**src/rtl/pdm_pkg.sv**
```systemverilog
`timescale 1ns/1ps
package pdm_pkg;
  // Per-bit command from the control into the history datapath
  typedef struct packed {
    logic shift;    // take one bit into the history
    logic sentBit;  // the bit actually driven onto the output
  } pdmStrobe_t;
endpackage

```
**src/rtl/pdm_datapath.sv**
```systemverilog
`timescale 1ns/1ps
module pdm_datapath
  import pdm_pkg::*;
#(
  parameter int WIN_STEP     = 8,
  parameter int MAX_ONES     = 23,
  parameter int MAX_ZERO_RUN = 15
) (
  input  logic       clk,
  input  logic       rst_n,
  input  pdmStrobe_t strobe,
  output logic       zeroFailRaw,
  output logic       zeroFailJudged,
  output logic       oneFailJudged
);
  localparam int HIST_LEN = WIN_STEP * (MAX_ONES + 1);
  localparam int CNT_W    = $clog2(HIST_LEN + 2);
  localparam int RUN_W    = $clog2(MAX_ZERO_RUN + 2);

  logic [HIST_LEN-1:0] hist;     // hist[0] is the newest sent bit
  logic [CNT_W-1:0]    fillCnt;
  logic [RUN_W-1:0]    zeroRun;
  logic [MAX_ONES-1:0] winZeroLow, winOneLow, winFull;
  logic                runFail;

  always_ff @(posedge clk or negedge rst_n) begin
    if (!rst_n) begin
      hist    <= '1;
      fillCnt <= '0;
      zeroRun <= '0;
    end else if (strobe.shift) begin
      hist <= {hist[HIST_LEN-2:0], strobe.sentBit};
      if (fillCnt != CNT_W'(HIST_LEN)) fillCnt <= fillCnt + 1'b1;
      if (strobe.sentBit) zeroRun <= '0;
      else if (zeroRun != RUN_W'(MAX_ZERO_RUN + 1)) zeroRun <= zeroRun + 1'b1;
    end
  end

  assign runFail = (zeroRun >= RUN_W'(MAX_ZERO_RUN));

  for (genvar gi = 0; gi < MAX_ONES; gi++) begin : g_win
    localparam int NEED = gi + 1;
    localparam int LEN  = WIN_STEP * (NEED + 1);
    logic [CNT_W-1:0] onesCnt, cntIfZero, cntIfOne;
    logic             leaving;

    assign leaving       = hist[LEN-1];
    assign cntIfZero     = onesCnt - CNT_W'(leaving);
    assign cntIfOne      = cntIfZero + CNT_W'(1);
    assign winZeroLow[gi] = cntIfZero < CNT_W'(NEED);
    assign winOneLow[gi]  = cntIfOne < CNT_W'(NEED);
    assign winFull[gi]    = fillCnt >= CNT_W'(LEN - 1);

    always_ff @(posedge clk or negedge rst_n) begin
      if (!rst_n) onesCnt <= CNT_W'(LEN);
      else if (strobe.shift) onesCnt <= strobe.sentBit ? cntIfOne : cntIfZero;
    end
  end

  assign zeroFailRaw    = runFail | (|winZeroLow);
  assign zeroFailJudged = runFail | (|(winZeroLow & winFull));
  assign oneFailJudged  = |(winOneLow & winFull);
endmodule

```
**src/rtl/pdm_control.sv**
```systemverilog
`timescale 1ns/1ps
module pdm_control
  import pdm_pkg::*;
(
  input  logic       clk,
  input  logic       rst_n,
  input  logic       bitEn,
  input  logic       dataIn,
  input  logic       enforceEn,
  input  logic       clearFlag,
  input  logic       zeroFailRaw,
  input  logic       zeroFailJudged,
  input  logic       oneFailJudged,
  output pdmStrobe_t strobe,
  output logic       dataOut,
  output logic       violation
);
  logic forceOne, sentBit, failNow;

  assign forceOne = enforceEn & ~dataIn & zeroFailRaw;
  assign sentBit  = dataIn | forceOne;
  assign failNow  = bitEn & (sentBit ? oneFailJudged : zeroFailJudged);

  assign strobe.shift   = bitEn;
  assign strobe.sentBit = sentBit;

  always_ff @(posedge clk or negedge rst_n) begin
    if (!rst_n) begin
      dataOut   <= 1'b0;
      violation <= 1'b0;
    end else begin
      if (bitEn) dataOut <= sentBit;
      violation <= (violation & ~clearFlag) | failNow;
    end
  end
endmodule

```
**src/rtl/pulse_density_guard.sv**
```systemverilog
`timescale 1ns/1ps
module pulse_density_guard
  import pdm_pkg::*;
#(
  parameter int WIN_STEP     = 8,
  parameter int MAX_ONES     = 23,
  parameter int MAX_ZERO_RUN = 15
) (
  input  logic clk,
  input  logic rst_n,
  input  logic bitEn,
  input  logic dataIn,
  input  logic enforceEn,
  input  logic clearFlag,
  output logic dataOut,
  output logic violation
);
  pdmStrobe_t strobe;
  logic zeroFailRaw, zeroFailJudged, oneFailJudged;

  pdm_datapath #(
    .WIN_STEP(WIN_STEP), .MAX_ONES(MAX_ONES), .MAX_ZERO_RUN(MAX_ZERO_RUN)
  ) u_path (
    .clk(clk), .rst_n(rst_n), .strobe(strobe),
    .zeroFailRaw(zeroFailRaw), .zeroFailJudged(zeroFailJudged),
    .oneFailJudged(oneFailJudged)
  );

  pdm_control u_ctrl (
    .clk(clk), .rst_n(rst_n), .bitEn(bitEn), .dataIn(dataIn),
    .enforceEn(enforceEn), .clearFlag(clearFlag),
    .zeroFailRaw(zeroFailRaw), .zeroFailJudged(zeroFailJudged),
    .oneFailJudged(oneFailJudged),
    .strobe(strobe), .dataOut(dataOut), .violation(violation)
  );
endmodule

```
**config.mk**
```make
export PLATFORM = sky130hd
export DESIGN_NAME = pulse_density_guard
export DESIGN_NICKNAME = d
export VERILOG_FILES = /design/src/rtl/pdm_pkg.sv /design/src/rtl/pdm_datapath.sv /design/src/rtl/pdm_control.sv /design/src/rtl/pulse_density_guard.sv
export SDC_FILE = /design/constraint.sdc
export NUM_CORES = 1
export LEC_CHECK = 0
export ABC_AREA = 1
export BUFFER_PORTS_ARGS = -buffer_cell sky130_fd_sc_hd__buf_2
export CORE_ASPECT_RATIO = 1.5
export CORE_UTILIZATION = 45
export DETAILED_ROUTE_END_ITERATION = 7
export SLEW_MARGIN = 20
export SYNTH_ARGS = -nofsm -noshare
export SYNTH_HDL_FRONTEND = slang
export SYNTH_SLANG_ARGS = --single-unit
export TNS_END_PERCENT = 5
```
**constraint.sdc**
```tcl
create_clock -name clk -period 7.8 [get_ports clk]
set_input_delay 0.39 -clock clk [delete_from_list [all_inputs] [get_ports clk]]
set_output_delay 0.39 -clock clk [all_outputs]
set_load 0.05 [all_outputs]
```
==> Word level (Yosys, flattened, before mapping) <==
Index checks and enable logic that the tools add are counted.
{ "totals": {"ff_bits": 391, "output_inout_bits": 2, "wordCells": 192} }
{ "op_classes": {"addsub": 48, "n_lt_le_gt_ge": 70, "n_eq_ne": 2, "n_mux": 26, "bitwise_logic": 12, "n_reduce_logical": 6} }
{ "ops": {"columns": ["cell", "count"], "rows": [
  ["8-bit by 1-bit adder with 8-bit output (second input constant)", 24],
  ["8-bit 2-to-1 mux", 23],
  ["8-bit by 1-bit subtractor with 8-bit output", 23],
  ["8-bit by 4-bit < comparator with 1-bit output (second input constant)", 16],
  ["8-bit by 5-bit < comparator with 1-bit output (second input constant)", 16],
  ["23-bit OR reduction", 3],
  ["8-bit by 7-bit greater-or-equal comparator with 1-bit output (second input constant)", 8],
  ["8-bit greater-or-equal comparator (second input constant)", 8],
  ["8-bit by 3-bit < comparator with 1-bit output (second input constant)", 8],
  ["23-bit AND", 2],
  ["8-bit by 6-bit greater-or-equal comparator with 1-bit output (second input constant)", 4],
  ["8-bit by 2-bit < comparator with 1-bit output (second input constant)", 4],
  ["8-bit by 5-bit greater-or-equal comparator with 1-bit output (second input constant)", 2],
  ["8-bit by 1-bit < comparator with 1-bit output (second input constant)", 2],
  ["5-bit 2-to-1 mux", 2],
  ["8-bit by 4-bit greater-or-equal comparator with 1-bit output (second input constant)", 1],
  ["8-bit inequality test (second input constant)", 1],
  ["5-bit by 1-bit adder with 5-bit output (second input constant)", 1],
  ["5-bit by 4-bit greater-or-equal comparator with 1-bit output (second input constant)", 1],
  ["5-bit inequality test (second input constant)", 1],
  ["1-bit AND", 4],
  ["1-bit bitwise OR", 4],
  ["2-bit AND reduction", 2],
  ["1-bit NOT", 2],
  ["2 further kinds", 2]
]} }

==> Depth between registers and ports, before layout <==
{ "depth": {"word_depth": 9, "mapped_depth": 23, "ltp_nobuf": 22} }

==> Cells and area by module <==
Synthesis repeated with hierarchy kept, for this count alone.
{ "hier_totals": {"hier_cells": 3533, "area_unflattened_um2": 25289.3} }
{ "modules_own_cells": {"columns": ["mod", "instances", "cells_per_inst", "area_each_um2", "seq_area_each_um2"], "rows": [
  ["pdm_datapath", 1, 3516, 25165.4, 10040.9],
  ["pdm_control", 1, 17, 123.9, 50.0]
]} }

==> Worst setup path after synthesis <==
Ideal clock, no wire load.
{ "synth_path": {"path_type": "register to register", "from": "reg u_path.hist[63]", "to": "reg u_path.g_win[19].onesCnt[2]", "setup_ns": 0.118, "arrival_time_ns": 2.512, "slack_ns": 5.170, "stages_incl_launch_ff": 20, "path_buffers": 2, "path_cell_list": "dfstp_2 ha_1 ha_1 inv_1 ha_1 nand3_1 nand2_1 nor2_1 nand3_1 nand2_1 nor2_1 nand2_1 nor2_1 nand2_1 nand2_2 buf_4 buf_2 nand3_1 nand3_1 nand2_1"} }
{ "synth_via": {"elab_chain_cells": 7} }
{ "synth_lines": {"columns": ["element", "line", "rtl"], "rows": [
  ["from (decl)", "pdm_datapath.sv:20", "logic [HIST_LEN-1:0] hist;"],
  ["from (signal assigned)", "pdm_datapath.sv:32", "hist <= {hist[HIST_LEN-2:0], strobe.sentBit};"],
  ["8-bit by 1-bit subtractor with 8-bit output", "pdm_datapath.sv:48", "assign cntIfZero = onesCnt - CNT_W'(leaving);"],
  ["8-bit by 3-bit < comparator with 1-bit output", "pdm_datapath.sv:50", "assign winZeroLow[gi] = cntIfZero < CNT_W'(NEED);"],
  ["23-bit OR reduction", "pdm_datapath.sv:60", "assign zeroFailRaw = runFail | (|winZeroLow);"],
  ["1-bit bitwise OR", "pdm_datapath.sv:60", null],
  ["1-bit AND", "pdm_control.sv:20", "assign forceOne = enforceEn & ~dataIn & zeroFailRaw;"],
  ["1-bit bitwise OR", "pdm_control.sv:21", "assign sentBit = dataIn | forceOne;"],
  ["8-bit 2-to-1 mux", "pdm_datapath.sv:56", "else if (strobe.shift) onesCnt <= strobe.sentBit ? cntIfOne : cntIfZero;"],
  ["to (signal assigned)", "pdm_datapath.sv:55", "if (!rst_n) onesCnt <= CNT_W'(LEN);"],
  ["to (signal assigned)", "pdm_datapath.sv:56", null],
  ["to (decl)", "pdm_datapath.sv:44", "logic [CNT_W-1:0] onesCnt, cntIfZero, cntIfOne;"]
]} }
Every way passes these cells.
A chain may end at the register's enable or synchronous reset.

==> Worst setup path in the final report <==
{ "layout_path": {"from": "reg u_path.hist[63]", "to": "reg u_path.g_win[6].onesCnt[3]"} }
{ "layout_via": {"elab_chain_cells": 7} }
{ "layout_lines": {"columns": ["element", "line"], "rows": [
  ["8-bit by 1-bit subtractor with 8-bit output (*)", "pdm_datapath.sv:48"],
  ["8-bit by 3-bit < comparator with 1-bit output", "pdm_datapath.sv:50"],
  ["23-bit OR reduction", "pdm_datapath.sv:60"],
  ["1-bit bitwise OR", "pdm_datapath.sv:60"],
  ["1-bit AND", "pdm_control.sv:20"],
  ["1-bit bitwise OR", "pdm_control.sv:21"],
  ["8-bit 2-to-1 mux (*)", "pdm_datapath.sv:56"],
  ["to (signal assigned)", "pdm_datapath.sv:55"],
  ["to (signal assigned)", "pdm_datapath.sv:56"],
  ["to (decl)", "pdm_datapath.sv:44"]
]} }
Mark *: on every way between the ends. The rest lies on a longest branch, timed or not.

==> results.md <==
- Worst-path clk slew: approximately 70 ps
- Area leader, netlist: dfstp_2
- Period utilization: 0.647
- Post-Syn Area per Cell: 6.45 um^2
- Logic gate share of total power: 0.474
- Final Hold Viols: 0
- Worst Hold Class: input pin to flip-flop
- Drt pass-1 iters: 7
- Post-route cell area: 29400 um^2
- I/O Pins: 8
- Via density: 5.08
- Largest net degree at the start of global routing: 155
- CP startpoint kind: flip-flop
- Primary FF master, synth: dfstp_2
- Tot GR Track Use: 0.229
- Fin crit period: roughly 5000 ps
- Clk buf depth: 3
- DP HPWL: 46.1 mm
- Initial Utilization: 0.455
- WS Path Type: flip-flop to flip-flop
- Sequential fraction of the synthesis area: 0.370
- Setup TNS: 0 ps
- ANT cells: 0
- Post-detailed-routing wire length: 69.3 mm
- Required @ worst endpoint: roughly 8300 ps
- Cell Rows: 110
- Routed Antenna Nets: 0
- Max-slew violations: 0
- Synth Warn #: 0
- CTS H-tree lvls: 2
- Async SR Flop Fraction: 1.00
- Clk network pwr share: 0.209
- Worst R2R Path Depth: 19
- Power Density: 372 nW/um^2
- Setup violators final: 0
- Setup crit end kind: flip-flop
- Post-synth EDFFs: 0
- Antenna violations before repair: 0
- Place WS: 2870 ps
- Clk_lat worst skew: 590 ps
- Hold Path Depth: 4
- Cts bufs inserted: 44
- Net Sw Frac: 0.457
- Area delta synth->final: 7.64%
- WL per Instance: about 14 um
- Status: finished clean
- Total power: about 11 mW
- First-pass GRT wire length: 117 mm
- Leakage: between 10 and 15 nW
- RD Place Congestion: 0.882
- IO buf count: 7
- Overflow after GRT: 0
- Unique masters post-synth: 35
- Synth top area share: 0.236
- Post-cts sizing count: 0
- Max Fclk: just under 200 MHz
- Die span in x: 203 um
- # DRC: 0
- Most frequent cell after synthesis: nand2_1
- RSZ-0062 raised after global routing: false
- CP Data Arrival Time: 5510 ps
- Max VDD drop: 221 uV
- Die area: 61600 um^2
- Switching power total: 5.00 mW
- Top post-synthesis cells by area: dfstp_2 (24%), nand2_1 (23%), dfrtp_1 (13%)
- Nets: 4246
- Sequential Power Share: 0.317
- Number of global-route vias before repair: roughly 24000
- Max Clock Skew: 22.2 ps
- Layout cells sized above 1: 0.0908
- Syn_nets: approximately 4300
- Actual slew at the worst max-slew pin: 1130 ps
- Cell Area, Placed: between 20000 and 30000 um^2
- Internal power: 5.94 mW
- WHS: 144 ps
- Die height: around 300 um
- Synth top cells by count: nand2_1 (1642), nand3_1 (648), inv_1 (527)
- Iteration-0 DRC Markers: 1396
- Via count: 25300
- Cell Area, Synth: 27300 um^2
- CTS Sinks: a little under 400
- Clk root buf: clkbuf_16
- Core area: around 60000 um^2
- Rel. slew slack: 0.244
- CTS tree: done
- Worst setup margin: 2750 ps
- Seq cells post-synth: roughly 400
- Critical-path maximum fanout: approximately 110
- Mapped Cells: ~4200
- Worst reg-to-reg setup slack: roughly 2800 ps
- Maxcap violations: 0
critical path: stages, from the launching register on:
cell,delay [ps]
dfstp_2,550
ha_1,250
ha_1,170
inv_1,70
ha_1,190
nand3_1,170
nand2_1,70
nor2_1,120
nand3_1,140
nand2_1,140
nor2_1,90
nand2_1,110
nor2_1,50
nand2_1,160
nand2_8,400
nand2_8,840
buf_4,840
nand2_1,140
nand3_1,110
nand2_1,60
per-layer routing:
metal	vias up	GRT usage	routed length, um
met5	-	0	0
met1	11700	0.275	30600
met4	0	0.0725	1730
met2	333	0.424	34800
li1	13200	-	-
met3	102	0.0251	2130
layout make-up:
type                       count  area [um^2]
clock buffer                  68         1330
multi-input combinational   3155        14500
fill                        6293        30600
timing repair buffer          22          195
tap                          784          981
inverter                     537         2030
sequential                   391        10100
clock inverter                14          245
timing repair:
action / 4_1_cts / 5_1_grt
setup buffers: 0 / 0
hold endpoints to repair: 31 / 0
hold buffers: 1 / 0
endpoints found under the setup margin: 0 / 0
worst paths after layout:
path	startpoint	endpoint
hold / removal	clearFlag	u_ctrl.violation
max in group asynchronous	rst_n	u_path.g_win[12].onesCnt[1]
setup reg to reg	u_path.hist[63]	u_path.g_win[6].onesCnt[3]
setup / recovery	u_path.hist[63]	u_path.g_win[6].onesCnt[3]
hold reg to reg	u_path.hist[0]	u_path.hist[0]
min in group asynchronous	rst_n	u_path.g_win[18].onesCnt[2]
through the flow:
stage,std cells,util
final,4971,0.489
after global routing,4971,0.489
after CTS,4971,0.489
after detailed placement,4888,0.463
after global placement,4888,0.463
after floorplan,4230,-
kinds of logic (layout without fill, tap and decap cells):
| family | Yosys count | count (layout) | share of synthesized area |
|---|---|---|---|
| AOI/OAI and AO/OA | 265 | 265 | 0.0498 |
| xor gates and xnor gates | 48 | 48 | 0.0165 |
| adders and majority gates | 89 | 89 | 0.0408 |
| and+or+nand+nor | 2753 | 2753 | 0.423 |
| DFF | 391 | 391 | 0.370 |
| buffers and inverters | 684 | 641 | 0.0998 |
power groups by stage:
stage / sequential, mW / clock, mW / combinational [mW]
floorplan: 3.30 / 0 / 4.13
global placement: 3.48 / 0 / 5.16
detailed placement: 3.48 / 0 / 5.20
CTS: 3.46 / 2.36 / 5.22
global route: 3.57 / 2.43 / 6.04
finish: 3.47 / 2.29 / 5.18
sequential cells by signal (all words and copies together) (netlist names):
register	cells
u_path.fillCnt	8
u_path.zeroRun	5
u_path.hist	192
u_ctrl.dataOut	1
u_ctrl.violation	1
u_path.g_win.onesCnt	184
layout by cell type, fill, tap and decap left out, types with 7 or more instances in the layout:
cell / n
a21oi_1: 10
and2_1: 7
buf_4: 12
clkbuf_1: 12
clkbuf_16: 46
clkbuf_8: 10
dfrtp_1: 146
dfstp_2: 245
ha_1: 89
inv_1: 527
nand2_1: 1642
nand3_1: 648
nand3b_1: 28
nand4_1: 68
nor2_1: 321
nor2_2: 20
o21ai_0: 235
o21bai_1: 10
xnor2_1: 8
xor2_1: 36
Note: power is estimated with default switching activity, not from simulation.
